==> config.mk <==
export PLATFORM = sky130hd
export DESIGN_NAME = wf_fetch_arbiter
export DESIGN_NICKNAME = d
export VERILOG_FILES = /design/src/rtl/wf_fetch_pkg.sv /design/src/rtl/wf_elig_eval.sv /design/src/rtl/wf_ready_fifo.sv /design/src/rtl/wf_fetch_arbiter.sv
export SDC_FILE = /design/constraint.sdc
export NUM_CORES = 1
export LEC_CHECK = 0
export BUFFER_PORTS_ARGS = -buffer_cell sky130_fd_sc_hd__buf_2
export CORE_UTILIZATION = 35
export CTS_CLUSTER_SIZE = 10
export DETAILED_ROUTE_END_ITERATION = 10
export MAX_ROUTING_LAYER = met4
export PLACE_DENSITY_LB_ADDON = 0.1
export SLEW_MARGIN = 30
export SYNTH_ARGS = -nofsm -noshare
export SYNTH_HDL_FRONTEND = slang
export SYNTH_SLANG_ARGS = --single-unit
==> constraint.sdc <==
create_clock -name clk -period 4.8 [get_ports clk]
set_input_delay 0.24 -clock clk [delete_from_list [all_inputs] [get_ports clk]]
set_output_delay 0.24 -clock clk [all_outputs]
set_load 0.1 [all_outputs]
==> src/rtl/wf_fetch_pkg.sv <==
package wf_fetch_pkg;

    // Controller states: queue empty, or head of queue granted
    typedef enum logic [0:0] {
        ARB_IDLE  = 1'b0,
        ARB_GRANT = 1'b1
    } arb_state_e;

endpackage

==> src/rtl/wf_elig_eval.sv <==
module wf_elig_eval #(
    parameter int NUM_SLOTS = 8,
    parameter int OCC_W     = 4,
    parameter int OCC_LIMIT = 4
) (
    input  logic [NUM_SLOTS-1:0]       running,
    input  logic [NUM_SLOTS*OCC_W-1:0] occ,
    input  logic [NUM_SLOTS-1:0]       has_branch,
    input  logic [NUM_SLOTS-1:0]       pending,
    input  logic [NUM_SLOTS-1:0]       waiting,
    output logic [NUM_SLOTS-1:0]       enqueue
);

    localparam logic [OCC_W:0] LIMIT_V = OCC_LIMIT[OCC_W:0];

    for (genvar g = 0; g < NUM_SLOTS; g++) begin : g_slot
        logic [OCC_W-1:0] occ_s;
        logic             room_ok;
        assign occ_s   = occ[g*OCC_W +: OCC_W];
        assign room_ok = ({1'b0, occ_s} <= LIMIT_V);
        // all four conditions, and not already waiting
        assign enqueue[g] = running[g] & room_ok & ~has_branch[g]
                          & ~pending[g] & ~waiting[g];
    end

endmodule

==> src/rtl/wf_ready_fifo.sv <==
module wf_ready_fifo #(
    parameter  int DEPTH = 8,
    localparam int IDX_W = (DEPTH > 1) ? $clog2(DEPTH) : 1,
    localparam int CNT_W = $clog2(DEPTH + 1)
) (
    input  logic             clk,
    input  logic             rst,
    input  logic [DEPTH-1:0] push_mask,
    input  logic             pop,
    output logic [IDX_W-1:0] head,
    output logic [CNT_W-1:0] count
);

    logic [IDX_W-1:0] mem_q [DEPTH];
    logic [IDX_W-1:0] head_q;
    logic [IDX_W-1:0] tail_q;
    logic [CNT_W-1:0] count_q;
    logic [CNT_W-1:0] offs [DEPTH];
    logic [CNT_W-1:0] push_cnt;

    function automatic logic [IDX_W-1:0] wrap_add(input logic [IDX_W-1:0] base,
                                                  input logic [CNT_W-1:0] step);
        logic [CNT_W:0] s;
        s = (CNT_W+1)'(base) + (CNT_W+1)'(step);
        if (s >= (CNT_W+1)'(DEPTH)) s = s - (CNT_W+1)'(DEPTH);
        return s[IDX_W-1:0];
    endfunction

    // prefix count gives each pushed index its slot behind the tail
    always_comb begin
        push_cnt = '0;
        for (int i = 0; i < DEPTH; i++) begin
            offs[i]  = push_cnt;
            push_cnt = push_cnt + CNT_W'(push_mask[i]);
        end
    end

    always_ff @(posedge clk) begin
        if (rst) begin
            head_q  <= '0;
            tail_q  <= '0;
            count_q <= '0;
        end else begin
            for (int i = 0; i < DEPTH; i++) begin
                if (push_mask[i]) mem_q[wrap_add(tail_q, offs[i])] <= IDX_W'(i);
            end
            tail_q  <= wrap_add(tail_q, push_cnt);
            head_q  <= pop ? wrap_add(head_q, CNT_W'(1)) : head_q;
            count_q <= count_q + push_cnt - CNT_W'(pop);
        end
    end

    assign head  = mem_q[head_q];
    assign count = count_q;

    // the queue never exceeds its depth, including the next fill
    a_r6_no_overflow: assert property (@(posedge clk) disable iff (rst)
        (32'(count_q) + 32'(push_cnt) - 32'(pop)) <= DEPTH);

    // an entry leaves only when one exists
    a_r6_pop_nonempty: assert property (@(posedge clk) disable iff (rst)
        pop |-> (count_q != '0));

endmodule

==> src/rtl/wf_fetch_arbiter.sv <==
module wf_fetch_arbiter
    import wf_fetch_pkg::*;
#(
    parameter  int NUM_SLOTS = 8,
    parameter  int OCC_W     = 4,
    parameter  int OCC_LIMIT = 4,
    localparam int IDX_W     = (NUM_SLOTS > 1) ? $clog2(NUM_SLOTS) : 1,
    localparam int CNT_W     = $clog2(NUM_SLOTS + 1)
) (
    input  logic                       clk,
    input  logic                       rst,
    input  logic [NUM_SLOTS-1:0]       slot_running,
    input  logic [NUM_SLOTS*OCC_W-1:0] slot_occ,
    input  logic [NUM_SLOTS-1:0]       slot_has_branch,
    input  logic [NUM_SLOTS-1:0]       slot_pending,
    output logic                       grant_valid,
    output logic [IDX_W-1:0]           grant_slot,
    output logic [NUM_SLOTS-1:0]       grant_pend_set
);

    arb_state_e           state_q;
    arb_state_e           state_d;
    logic [NUM_SLOTS-1:0] waiting_q;
    logic [NUM_SLOTS-1:0] enq;
    logic [IDX_W-1:0]     head;
    logic [CNT_W-1:0]     count;

    wf_elig_eval #(
        .NUM_SLOTS (NUM_SLOTS),
        .OCC_W     (OCC_W),
        .OCC_LIMIT (OCC_LIMIT)
    ) u_elig (
        .running    (slot_running),
        .occ        (slot_occ),
        .has_branch (slot_has_branch),
        .pending    (slot_pending),
        .waiting    (waiting_q),
        .enqueue    (enq)
    );

    wf_ready_fifo #(
        .DEPTH (NUM_SLOTS)
    ) u_fifo (
        .clk       (clk),
        .rst       (rst),
        .push_mask (enq),
        .pop       (grant_valid),
        .head      (head),
        .count     (count)
    );

    // next-state logic
    always_comb begin
        state_d = state_q;
        unique case (state_q)
            ARB_IDLE:  if (|enq) state_d = ARB_GRANT;
            ARB_GRANT: if ((count == CNT_W'(1)) && !(|enq)) state_d = ARB_IDLE;
            default:   state_d = ARB_IDLE;
        endcase
    end

    // state register and waiting flags
    always_ff @(posedge clk) begin
        if (rst) begin
            state_q   <= ARB_IDLE;
            waiting_q <= '0;
        end else begin
            state_q   <= state_d;
            waiting_q <= (waiting_q | enq) & ~grant_pend_set;
        end
    end

    // outputs
    always_comb begin
        grant_valid    = (state_q == ARB_GRANT);
        grant_slot     = head;
        grant_pend_set = '0;
        if (grant_valid) grant_pend_set[head] = 1'b1;
    end

    // queue entries and waiting flags stay in step, so no slot is queued twice
    a_r5_count_tracks_flags: assert property (@(posedge clk) disable iff (rst)
        32'(count) == $countones(waiting_q));

    // controller state agrees with queue occupancy
    a_r6_state_matches_fill: assert property (@(posedge clk) disable iff (rst)
        (state_q == ARB_GRANT) == (count != '0));

    // pulse is one-hot and present only with a grant
    a_r7_pulse_onehot: assert property (@(posedge clk) disable iff (rst)
        $onehot0(grant_pend_set) && (grant_valid == (|grant_pend_set)));

    // a granted slot was waiting, and its flag is clear afterwards
    a_r8_granted_was_waiting: assert property (@(posedge clk) disable iff (rst)
        grant_valid |-> waiting_q[grant_slot]);

    a_r8_flag_cleared: assert property (@(posedge clk) disable iff (rst)
        grant_valid |=> !waiting_q[$past(grant_slot)]);

    // no grant right after a reset edge
    a_r10_reset_empty: assert property (@(posedge clk)
        rst |=> !grant_valid);

endmodule

# --- Yosys cells after proc, flatten, opt, wreduce, memory -nomap -nowiden ---
# Memory sizes are Yosys's and may differ from the RTL's. A register that Yosys moved wholly into a read port is not among the register bits.
# Index checks and enable logic that the tools add are counted.
op_classes:
  n_addsub: 28
  order_cmp: 20
  eq_ne: 1
  muxes: 58
  bitwise: 60
  reduce_logical: 4
ops:
  columns: ["op", "n"]
  rows:
  - ["two-way mux 3 bit", 28]
  - ["greater-or-equal comparator 5 x 4 -> 1 bit, second input constant", 7]
  - ["bitwise AND 1 bit", 32]
  - ["<= comparator 4 x 3 -> 1 bit, second input constant", 8]
  - ["adder 3 x 4 -> 5 bit", 6]
  - ["subtractor 3 x 1 -> 3 bit, second input constant", 10]
  - ["two-way mux 1 bit", 27]
  - ["NOT 1 bit", 25]
  - ["adder 4 x 1 -> 4 bit", 6]
  - ["bitwise AND 8 bit", 1]
  - ["greater-or-equal comparator 4 bit, second input constant", 2]
  - ["two-way mux 8 bit", 1]
  - ["NOT 8 bit", 1]
  - ["OR 8 bit", 1]
  - ["OR reduction 8 bit", 1]
  - ["adder 3 x 1 -> 4 bit", 1]
  - ["adder 3 x 1 -> 4 bit, second input constant", 1]
  - ["adder 3 x 2 -> 4 bit", 1]
  - ["adder 4 bit", 1]
  - ["equality test 4 x 1 -> 1 bit, second input constant", 1]
  - ["greater-or-equal comparator 3 x 4 -> 1 bit, second input constant", 1]
  - ["less-than comparator 3 x 4 -> 1 bit, second input constant", 1]
  - ["subtractor 4 x 1 -> 4 bit", 1]
  - ["demux 1 bit (select 3 bit)", 1]
  - ["other kinds (5)", 6]
word_totals:
  ff_bits: 19
  ramBits: 24
  in_bits: 58
  memories: 1
memory_table:
  columns: ["name", "words", "width", "rd", "rd_ports_with_merged_regs", "write_ports", "line", "text"]
  rows:
  - ["u_fifo.mem_q", 8, 3, 1, 1, 8, "wf_ready_fifo.sv:14", "logic [IDX_W-1:0] mem_q [DEPTH];"]

# --- Depth between registers and ports, before layout ---
# Gate-level depths: netlist of run 1.
depth:
  word_depth: 16
  mapped_depth: 22
  ltp_nobuf: 22

# --- By module ---
# Synthesis of run 1 repeated with hierarchy kept, for this count alone.
hier_totals:
  hier_cells: 431
  area_unflattened_um2: 3808.7
by_module_without_submodules:
  columns: ["mod", "instances", "cells_per_inst", "area_per_inst_um2", "seq_area_each_um2"]
  rows:
  - ["wf_ready_fifo", 1, 355, 3261.9, 740.7]
  - ["wf_fetch_arbiter", 1, 44, 376.6, 180.2]
  - ["wf_elig_eval", 1, 32, 170.2, 0.0]

# --- Worst setup path after synthesis of run 1 ---
# Ideal clock, no wire load.
synth_timing:
  path_kind: "input -> register"
  from: "input slot_occ[11]"
  to: "register u_fifo.count_q[3], in the netlist u_fifo.count[3]"
  setup_ps: 128
  arrival_ps: 5023
  required_ps: 4672
  slack_ps: -351
  cell_stages: 20
  path_cell_list: "nor4b_1 -> nand3b_1 -> fa_1 -> inv_1 -> ha_1 -> ha_1 -> ha_1 -> ha_1 -> ha_1 -> ha_1 -> inv_1 -> ha_1 -> inv_1 -> ha_1 -> a21o_1 -> a21oi_1 -> xnor2_1 -> xnor3_1 -> xnor2_1 -> nor2_1"
synth_between:
  elab_chain_cells: 13
synth_rtl:
  columns: ["item", "line", "text"]
  rows:
  - ["start: declaration", "wf_fetch_arbiter.sv:13", "input logic [NUM_SLOTS*OCC_W-1:0] slot_occ,"]
  - ["<= comparator 4 x 3 -> 1 bit", "wf_elig_eval.sv:20", "assign room_ok = ({1'b0, occ_s} <= LIMIT_V);"]
  - ["bitwise AND 1 bit (2 in series)", "wf_elig_eval.sv:22", "assign enqueue[g] = running[g] & room_ok & ~has_branch[g]"]
  - ["bitwise AND 1 bit (2 in series)", "wf_elig_eval.sv:23", "& ~pending[g] & ~waiting[g];"]
  - ["adder 4 x 1 -> 4 bit (6 in series)", "wf_ready_fifo.sv:34", "push_cnt = push_cnt + CNT_W'(push_mask[i]);"]
  - ["adder 4 bit", "wf_ready_fifo.sv:49", "count_q <= count_q + push_cnt - CNT_W'(pop);"]
  - ["subtractor 4 x 1 -> 4 bit", "wf_ready_fifo.sv:49", null]
  - ["end signal: assignment", "wf_ready_fifo.sv:49", null]
  - ["end: declaration", "wf_ready_fifo.sv:17", "logic [CNT_W-1:0] count_q;"]
# No other way between the ends.
# A chain may end at the register's enable or synchronous reset.

# --- Worst setup path in the final report of run 1 ---
layout_timing:
  from: "input slot_pending[0]"
  to: "register u_fifo.count_q[3], in the netlist u_fifo.count[3]"
layout_between:
  elab_chain_cells: 12
layout_rtl:
  columns: ["item", "line", "text"]
  rows:
  - ["start: declaration", "wf_fetch_arbiter.sv:15", "input logic [NUM_SLOTS-1:0] slot_pending,"]
  - ["NOT 1 bit", "wf_elig_eval.sv:23", null]
  - ["bitwise AND 1 bit (2 in series)", "wf_elig_eval.sv:23", null]
  - ["adder 1 x 1 -> 2 bit", "wf_ready_fifo.sv:34", null]
  - ["adder 4 x 1 -> 4 bit (6 in series)", "wf_ready_fifo.sv:34", null]
  - ["adder 4 bit", "wf_ready_fifo.sv:49", null]
  - ["subtractor 4 x 1 -> 4 bit", "wf_ready_fifo.sv:49", null]
# No other way between the ends.

==> results of run 1 <==
[Yosys cell counts (all sizes together), types with 4 or more instances]
cell type / instances / share of area [%]
mux4: 6 / 3.4
nor2b: 8 / 1.2
a22oi: 5 / 0.93
o22ai: 8 / 1.2
ha: 29 / 9.0
nor2: 51 / 4.8
o21ai: 23 / 2.9
nor3: 26 / 3.2
xor2: 9 / 2.1
o31ai: 5 / 0.93
a31oi: 5 / 0.78
nand3b: 5 / 0.93
nor3b: 4 / 0.75
or2: 5 / 0.78
nand3: 17 / 2.1
a211oi: 6 / 1.1
xnor3: 9 / 5.1
nand2b: 10 / 1.7
dfxtp: 46 / 23
a21oi: 17 / 2.1
nand4: 11 / 1.7
clkbuf: 11 / 1.1
nor4b: 11 / 2.5
o211ai: 4 / 0.75
xnor2: 15 / 4.1
nor4: 5 / 0.78
fa: 9 / 4.5
inv: 27 / 2.5
and2: 5 / 0.78
nand2: 29 / 2.7
nand4b: 4 / 0.87
[area by class of cell]
type	count	area (µm²)	share of cell area, %
Clock buffer	6	128.9	2.583
Inverter	27	101.3	2.032
Clock inverter	2	37.54	0.7524
Tap cell	140	175.2	3.511
Multi-Input combinational cell	383	3024	60.62
Timing Repair Buffer	103	600.6	12.04
Sequential cell	46	920.9	18.46
[state kept, by name (all words and copies together), names as in the netlist, named ones only]
| signal | count |
|---|---|
| u_fifo.tail_q | 3 |
| u_fifo.mem_q | 24 |
| u_fifo.count | 4 |
| u_fifo.head_q | 3 |
| grant_valid | 1 |
| waiting_q | 8 |
[kinds of logic (layout without fill, tap and decap cells)]
family          after synthesis  after routing  share of synthesized area [%]
compound gates               95             95                          15.39
xor+xnor                     33             33                          11.35
fa+ha+maj                    39             39                          13.74
buf+inv                      40            138                          3.949
flops                        46             46                          22.89
mux                          10             10                          4.415
simple gates                206            206                          28.26
[final timing paths]
kind,start,endpoint
max,slot_pending[0],u_fifo.count[3]
min,slot_has_branch[6],waiting_q[6]
max reg2reg,waiting_q[0],u_fifo.count[3]
min reg2reg,u_fifo.mem_q[3][2],u_fifo.mem_q[3][2]
[critical path: stages]
cell	delay [ns]
buf_2	0.11
nor4b_4	0.29
nand2_1	0.10
nor2_2	0.13
inv_1	0.08
fa_1	0.54
inv_1	0.09
ha_4	0.26
ha_4	0.28
ha_4	0.20
ha_1	0.29
ha_1	0.20
ha_1	0.30
inv_1	0.05
ha_1	0.29
inv_1	0.04
ha_1	0.28
a21o_1	0.19
a21oi_1	0.18
xnor2_1	0.14
xnor3_1	0.24
xnor2_1	0.14
nor2_1	0.05
[metal layers]
metal	share of wire, %	vias to the layer above	global-route usage (%)
met3	5.6	22	2.630
met4	2.7	0	7.429
met5	0	-	-
met1	45	1803	28.44
li1	-	1926	-
met2	47	136	39.58
[layout by cell type (no fill, tap or decap), types with 3 or more instances in the layout]
cell type,n
a211oi_1,6
a21oi_1,17
a22oi_1,5
a31oi_1,5
and2_1,5
buf_2,69
buf_4,34
clkbuf_16,5
dfxtp_1,46
fa_1,9
ha_1,26
ha_4,3
inv_1,27
mux4_2,6
nand2_1,29
nand2b_1,9
nand3_1,17
nand3b_1,5
nand4_1,11
nand4b_1,4
nor2_1,49
nor2b_1,8
nor3_1,26
nor3b_1,4
nor4_1,5
nor4b_1,8
o211ai_1,4
o21a_1,3
o21ai_0,22
o22ai_1,8
o31ai_1,5
or2_2,5
or3_1,3
xnor2_1,12
xnor3_1,7
xor2_1,7
[metrics by stage]
step	instances	setup WS [ns]	power, W
final	707	0.2334	0.001645
after global routing	707	0.001809	0.001753
after CTS	707	0.03615	0.001656
after detailed placement	699	-0.2501	0.001248
after global placement	699	-0.1500	0.001237
after floorplan	469	0.007359	0.001062
[power groups by stage]
stage               registers, W  logic [W]  clock network [W]
floorplan               0.000506   0.000556                  0
global placement        0.000529   0.000708                  0
detailed placement      0.000528   0.000720                  0
CTS                     0.000519   0.000724           0.000412
global route            0.000530   0.000791           0.000431
finish                  0.000520   0.000721           0.000403
[what timing repair did]
item / in CTS / in global routing
endpoints found under the setup margin: 0 / 1
gates resized for setup: 0 / 3
hold buffers: 0 / 0
==> summary.md, run 1 <==
| Metric | Value |
|---|---|
| Final Instance Area | 4989 µm² |
| Total placed instance area | 4805 µm² |
| Largest net degree at the start of global routing | 39 |
| Post-synth EDFFs | 0 |
| CTS max path bufs | 2 |
| Worst Max-Slew Pin Slew | 0.7330 ns |
| Worst skew pair latency | 0.29 ns |
| Gr usage total | 23.16% |
| Outcome | complete, no violations |
| Pwr/cell area | 329.7 nW/µm² |
| Final hold slack | 0.2949 ns |
| Distinct cell type count after synthesis | 71 |
| Peak VDD IR | 0.2602 mV |
| I/O pin count | 70 |
| Mapped Cells | 469 |
| Final min period | 4.567 ns |
| Mapped Nets | 565 |
| Clk pwr share | 24.5% |
| Diodes inserted | 0 |
| Startpoint Class | input port |
| CTS Sinks | 46 |
| Final slew viol count | 0 |
| # DRC | 0 |
| Skew final | 0.008175 ns |
| Crit Path Max Fanout | 3 |
| Filler instances | 1,107 |
| Combinational Power Share | 43.8% |
| Vias in the first global route | 3,967 |
| R2r worst-path depth | 20 |
| DR vias/cell | 5.498 |
| Critical Path RT | 4.95 ns |
| GR Overflow Total | 0 |
| Part of the cycle the worst path needs | 95.14% |
| Die H | 109.2 µm |
| Synth-to-layout area growth | 23.97% |
| Layout cells sized above 1 | 24.87% |
| CTS tree | yes |
| Reg clk slew, reported paths | 0.07 ns |
| Total setup buffers inserted after CTS | 0 |
| CP endpoint kind | register |
| Top achievable clock speed | 0.2190 GHz |
| Top_reg_cell synth | dfxtp_1 |
| Sequential-to-total area share from yosys stat | 22.89% |
| Fraction of registers with async set/reset | 0% |
| Root Buffer | clkbuf_16 |
| Syn_area_per_cell | 8.580 µm² |
| Row cnt | 38 |
| CORE AREA | 11,030 µm² |
| Final Hold Viols | 0 |
| Synthesized area | 4024 µm² |
| Num CTS Buffers | 5 |
| R2R setup slack | 0.34 ns |
| Initial DRC Count | 246 |
| Die area | 11,930 µm² |
| Die width | 109.2 µm |
| Post-Route WL | 12.38 mm |
| Post-layout util | 45.22% |
| Port bufs | 69 |
| WP data arrival | 4.72 ns |
| Sequential share of power | 31.6% |
| Internal power | 0.0009742 W |
| Worst setup path class | input port to register |
| First-pass GRT wire length | 19.96 mm |
| Max-cap violations | 0 |
| Worst hold stages | 4 |
| Leakage | 2.171 nW |
| # setup viols final | 0 |
| Max-slew headroom | 51.13% |
| Yosys warning count | 0 |
| NetSw | 0.0006707 W |
| RSZ-0062 raised after global routing | no |
| Routability cong. | 0.8925 |
| Worst min path class | input port to register |
| Nets | 662 |
| Wire per inst | 17.50 µm |
| H-tree depth | 2 |
| Initial DRT Pass Iterations | 5 |
| #FFs+latches synth | 46 |
| Starting Density | 36.48% |
| Switching share of power | 40.77% |
| Setup TNS | 0 ns |
| Via count | 3,887 |
| Antenna Nets Post-Route | 0 |
| Post-DP HPWL | 10.29 mm |
| Initial antenna violation count | 0 |
(Power assumes the default switching activity.)
==> run 2, diff against run 1 <==
==> constraint.sdc (replaced) <==
create_clock -name clk -period 5.3 [get_ports clk]
set_input_delay 0.265 -clock clk [delete_from_list [all_inputs] [get_ports clk]]
set_output_delay 0.265 -clock clk [all_outputs]
set_load 0.1 [all_outputs]
==> summary.md, run 2 (synthesized netlist as in run 1, its figures left out) <==
| Metric | Value |
|---|---|
| Num CTS Buffers | 5 (unchanged) |
| # DRC | 0 (unchanged) |
| Die width | 109.2 µm (unchanged) |
| Max FFs per register | 24 (unchanged) |
| First-pass GRT wire length | 19.06 mm (-4.5%) |
| H-tree depth | 2 (unchanged) |
| Die area | 11,930 µm² (unchanged) |
| Initial antenna violation count | 0 (unchanged) |
| Max-slew headroom | 40.17% (-11 points) |
| Sequential share of power | 32.6% (+1.0 points) |
| Worst skew pair latency | 0.29 ns (about the same) |
| Die H | 109.2 µm (unchanged) |
| I/O pin count | 70 (unchanged) |
| Diodes inserted | 0 (unchanged) |
| Leakage | 2.077 nW (-4.3%) |
| Outcome | complete, no violations |
| CTS tree | yes |
| Nets | 644 (-2.7%) |
| CORE AREA | 11,030 µm² (unchanged) |
| Worst setup path class | input port to register |
| Reg clk slew, reported paths | 0.07 ns (about the same) |
| Max-cap violations | 0 (unchanged) |
| Final min period | 4.954 ns |
| Worst Max-Slew Pin Slew | 0.8962 ns (+0.1632 ns) |
| Initial DRC Count | 247 (+0.41%) |
| Total setup buffers inserted after CTS | 0 (unchanged) |
| CTS Sinks | 46 (unchanged) |
| Critical Path RT | 5.47 ns (+0.52 ns) |
| Total placed instance area | 4607 µm² (-4.1%) |
| Starting Density | 36.48% (unchanged) |
| Switching share of power | 42.09% (+1.3 points) |
| Commonest non-fill, non-tap cell in the layout | buf_2 |
| Initial DRT Pass Iterations | 4 (-1) |
| Synth-to-layout area growth | 18.47% |
| Peak VDD IR | 0.2822 mV (+8.5%) |
| Post-DP HPWL | 9.907 mm (-3.7%) |
| DR vias/cell | 5.501 (about the same) |
| Row cnt | 38 (unchanged) |
| Vias in the first global route | 3,671 (-7.5%) |
| Final Instance Area | 4767 µm² (-4.4%) |
| Combinational Power Share | 44.1% (+0.3 points) |
| Tot Pwr | 0.001445 W (-12%) |
| Final Hold Viols | 0 (unchanged) |
| Startpoint Class | input port |
| RSZ-0062 raised after global routing | no |
| Port bufs | 69 (unchanged) |
| Skew final | 0.008604 ns (+0.0004288 ns) |
| Top achievable clock speed | 0.2019 GHz |
| Root Buffer | clkbuf_16 |
| CTS max path bufs | 2 (unchanged) |
| Routability cong. | 0.9354 (+4.8%) |
| Gr usage total | 22.12% (-1.0 points) |
| Worst min path class | input port to register |
| WP data arrival | 5.13 ns (+0.41 ns) |
| CP endpoint kind | register |
| Via count | 3,790 (-2.5%) |
| Largest net degree at the start of global routing | 39 (unchanged) |
| Final slew viol count | 0 (unchanged) |
| GR Overflow Total | 0 (unchanged) |
| # setup viols final | 0 (unchanged) |
| Post-Route WL | 12.05 mm (-2.6%) |
| Pwr/cell area | 303.2 nW/µm² (-8.1%) |
| Count of hold-fix buffers inserted at cts | 0 (unchanged) |
| Crit Path Max Fanout | 3 (unchanged) |
| Wire per inst | 17.49 µm (about the same) |
| Commonest cells after routing, fill and taps aside | buf_2 (69), nor2_1 (50), dfxtp_1 (46), nand2_1 (29), ha_1 (29) |
| NetSw | 0.0006083 W (-9.3%) |
| Antenna Nets Post-Route | 0 (unchanged) |
| Clk pwr share | 23.2% (-1.3 points) |
| Part of the cycle the worst path needs | 93.47% |
| Layout cells sized above 1 | 21.31% (-3.6 points) |
| Internal power | 0.0008369 W (-14%) |
==> run 2: timing repair <==
action / CTS / global route
setup endpoints to repair: 0 / 1
hold endpoints to repair: 0 / 0
gates resized for setup: 0 / 2
==> run 2: per-stage QoR <==
step | cells | hold slack (ns) | setup slack (ns) | TNS (ns) | util, %
after floorplan | 469 | 0.4292 | 0.1240 | 0 | -
after global placement | 681 | 0.4589 | 0.04910 | 0 | 41.77
after detailed placement | 681 | 0.4771 | -0.09620 | -0.09620 | 41.77
after CTS | 689 | 0.3087 | 0.1827 | 0 | 43.14
after global routing | 689 | 0.3136 | 0.007162 | 0 | 43.22
final | 689 | 0.3058 | 0.3459 | 0 | 43.22
==> run 2: layout make-up <==
type,instances,area [µm²]
inverter,27,101.3
clock inverter,1,8.758
timing repair buffer,85,465.4
fill,1132,6264
multi-input combinational,383,2953
tap,140,175.2
clock buffer,7,142.6
sequential,46,920.9
==> run 2: final timing paths <==
check / startpoint / to / slack (ns) / depth (start not counted)
hold / removal: slot_occ[31] / waiting_q[7] / 0.31 / 4
setup reg to reg: waiting_q[0] / u_fifo.count[3] / 0.51 / 20
setup / recovery: slot_occ[7] / u_fifo.count[3] / 0.35 / 24
hold reg to reg: u_fifo.mem_q[3][2] / u_fifo.mem_q[3][2] / 0.48 / 2
==> run 2: power groups by stage <==
stage | sequential, W | combinational, W | clock [W]
after global placement | 0.000480 | 0.000627 | 0
after global routing | 0.000481 | 0.000699 | 0.000358
after detailed placement | 0.000480 | 0.000639 | 0
after floorplan | 0.000458 | 0.000500 | 0
after CTS | 0.000472 | 0.000643 | 0.000342
final | 0.000472 | 0.000638 | 0.000336
==> run 2: metal layers <==
| layer | global-route usage (%) | up-vias | share of wire, % |
|---|---|---|---|
| li1 | - | 1888 | - |
| met1 | 27.65 | 1756 | 45 |
| met2 | 37.15 | 128 | 46 |
| met3 | 2.690 | 18 | 6.5 |
| met4 | 6.857 | 0 | 2.0 |
| met5 | - | - | 0 |
==> run 2: critical path, stage by stage <==
cell and delay [ns]:
buf_2 0.11, nor4b_2 0.27, buf_4 0.16, nand2_1 0.07, nor2_2 0.16, inv_1 0.09
fa_1 0.48, inv_1 0.05, ha_1 0.31, ha_1 0.32, ha_1 0.35, ha_1 0.31
ha_1 0.22, ha_1 0.32, inv_1 0.05, ha_1 0.29, inv_1 0.05, ha_1 0.30
a21o_1 0.18, a21oi_1 0.17, xnor2_1 0.16, xnor3_1 0.26, xnor2_1 0.16, nor2_1 0.05
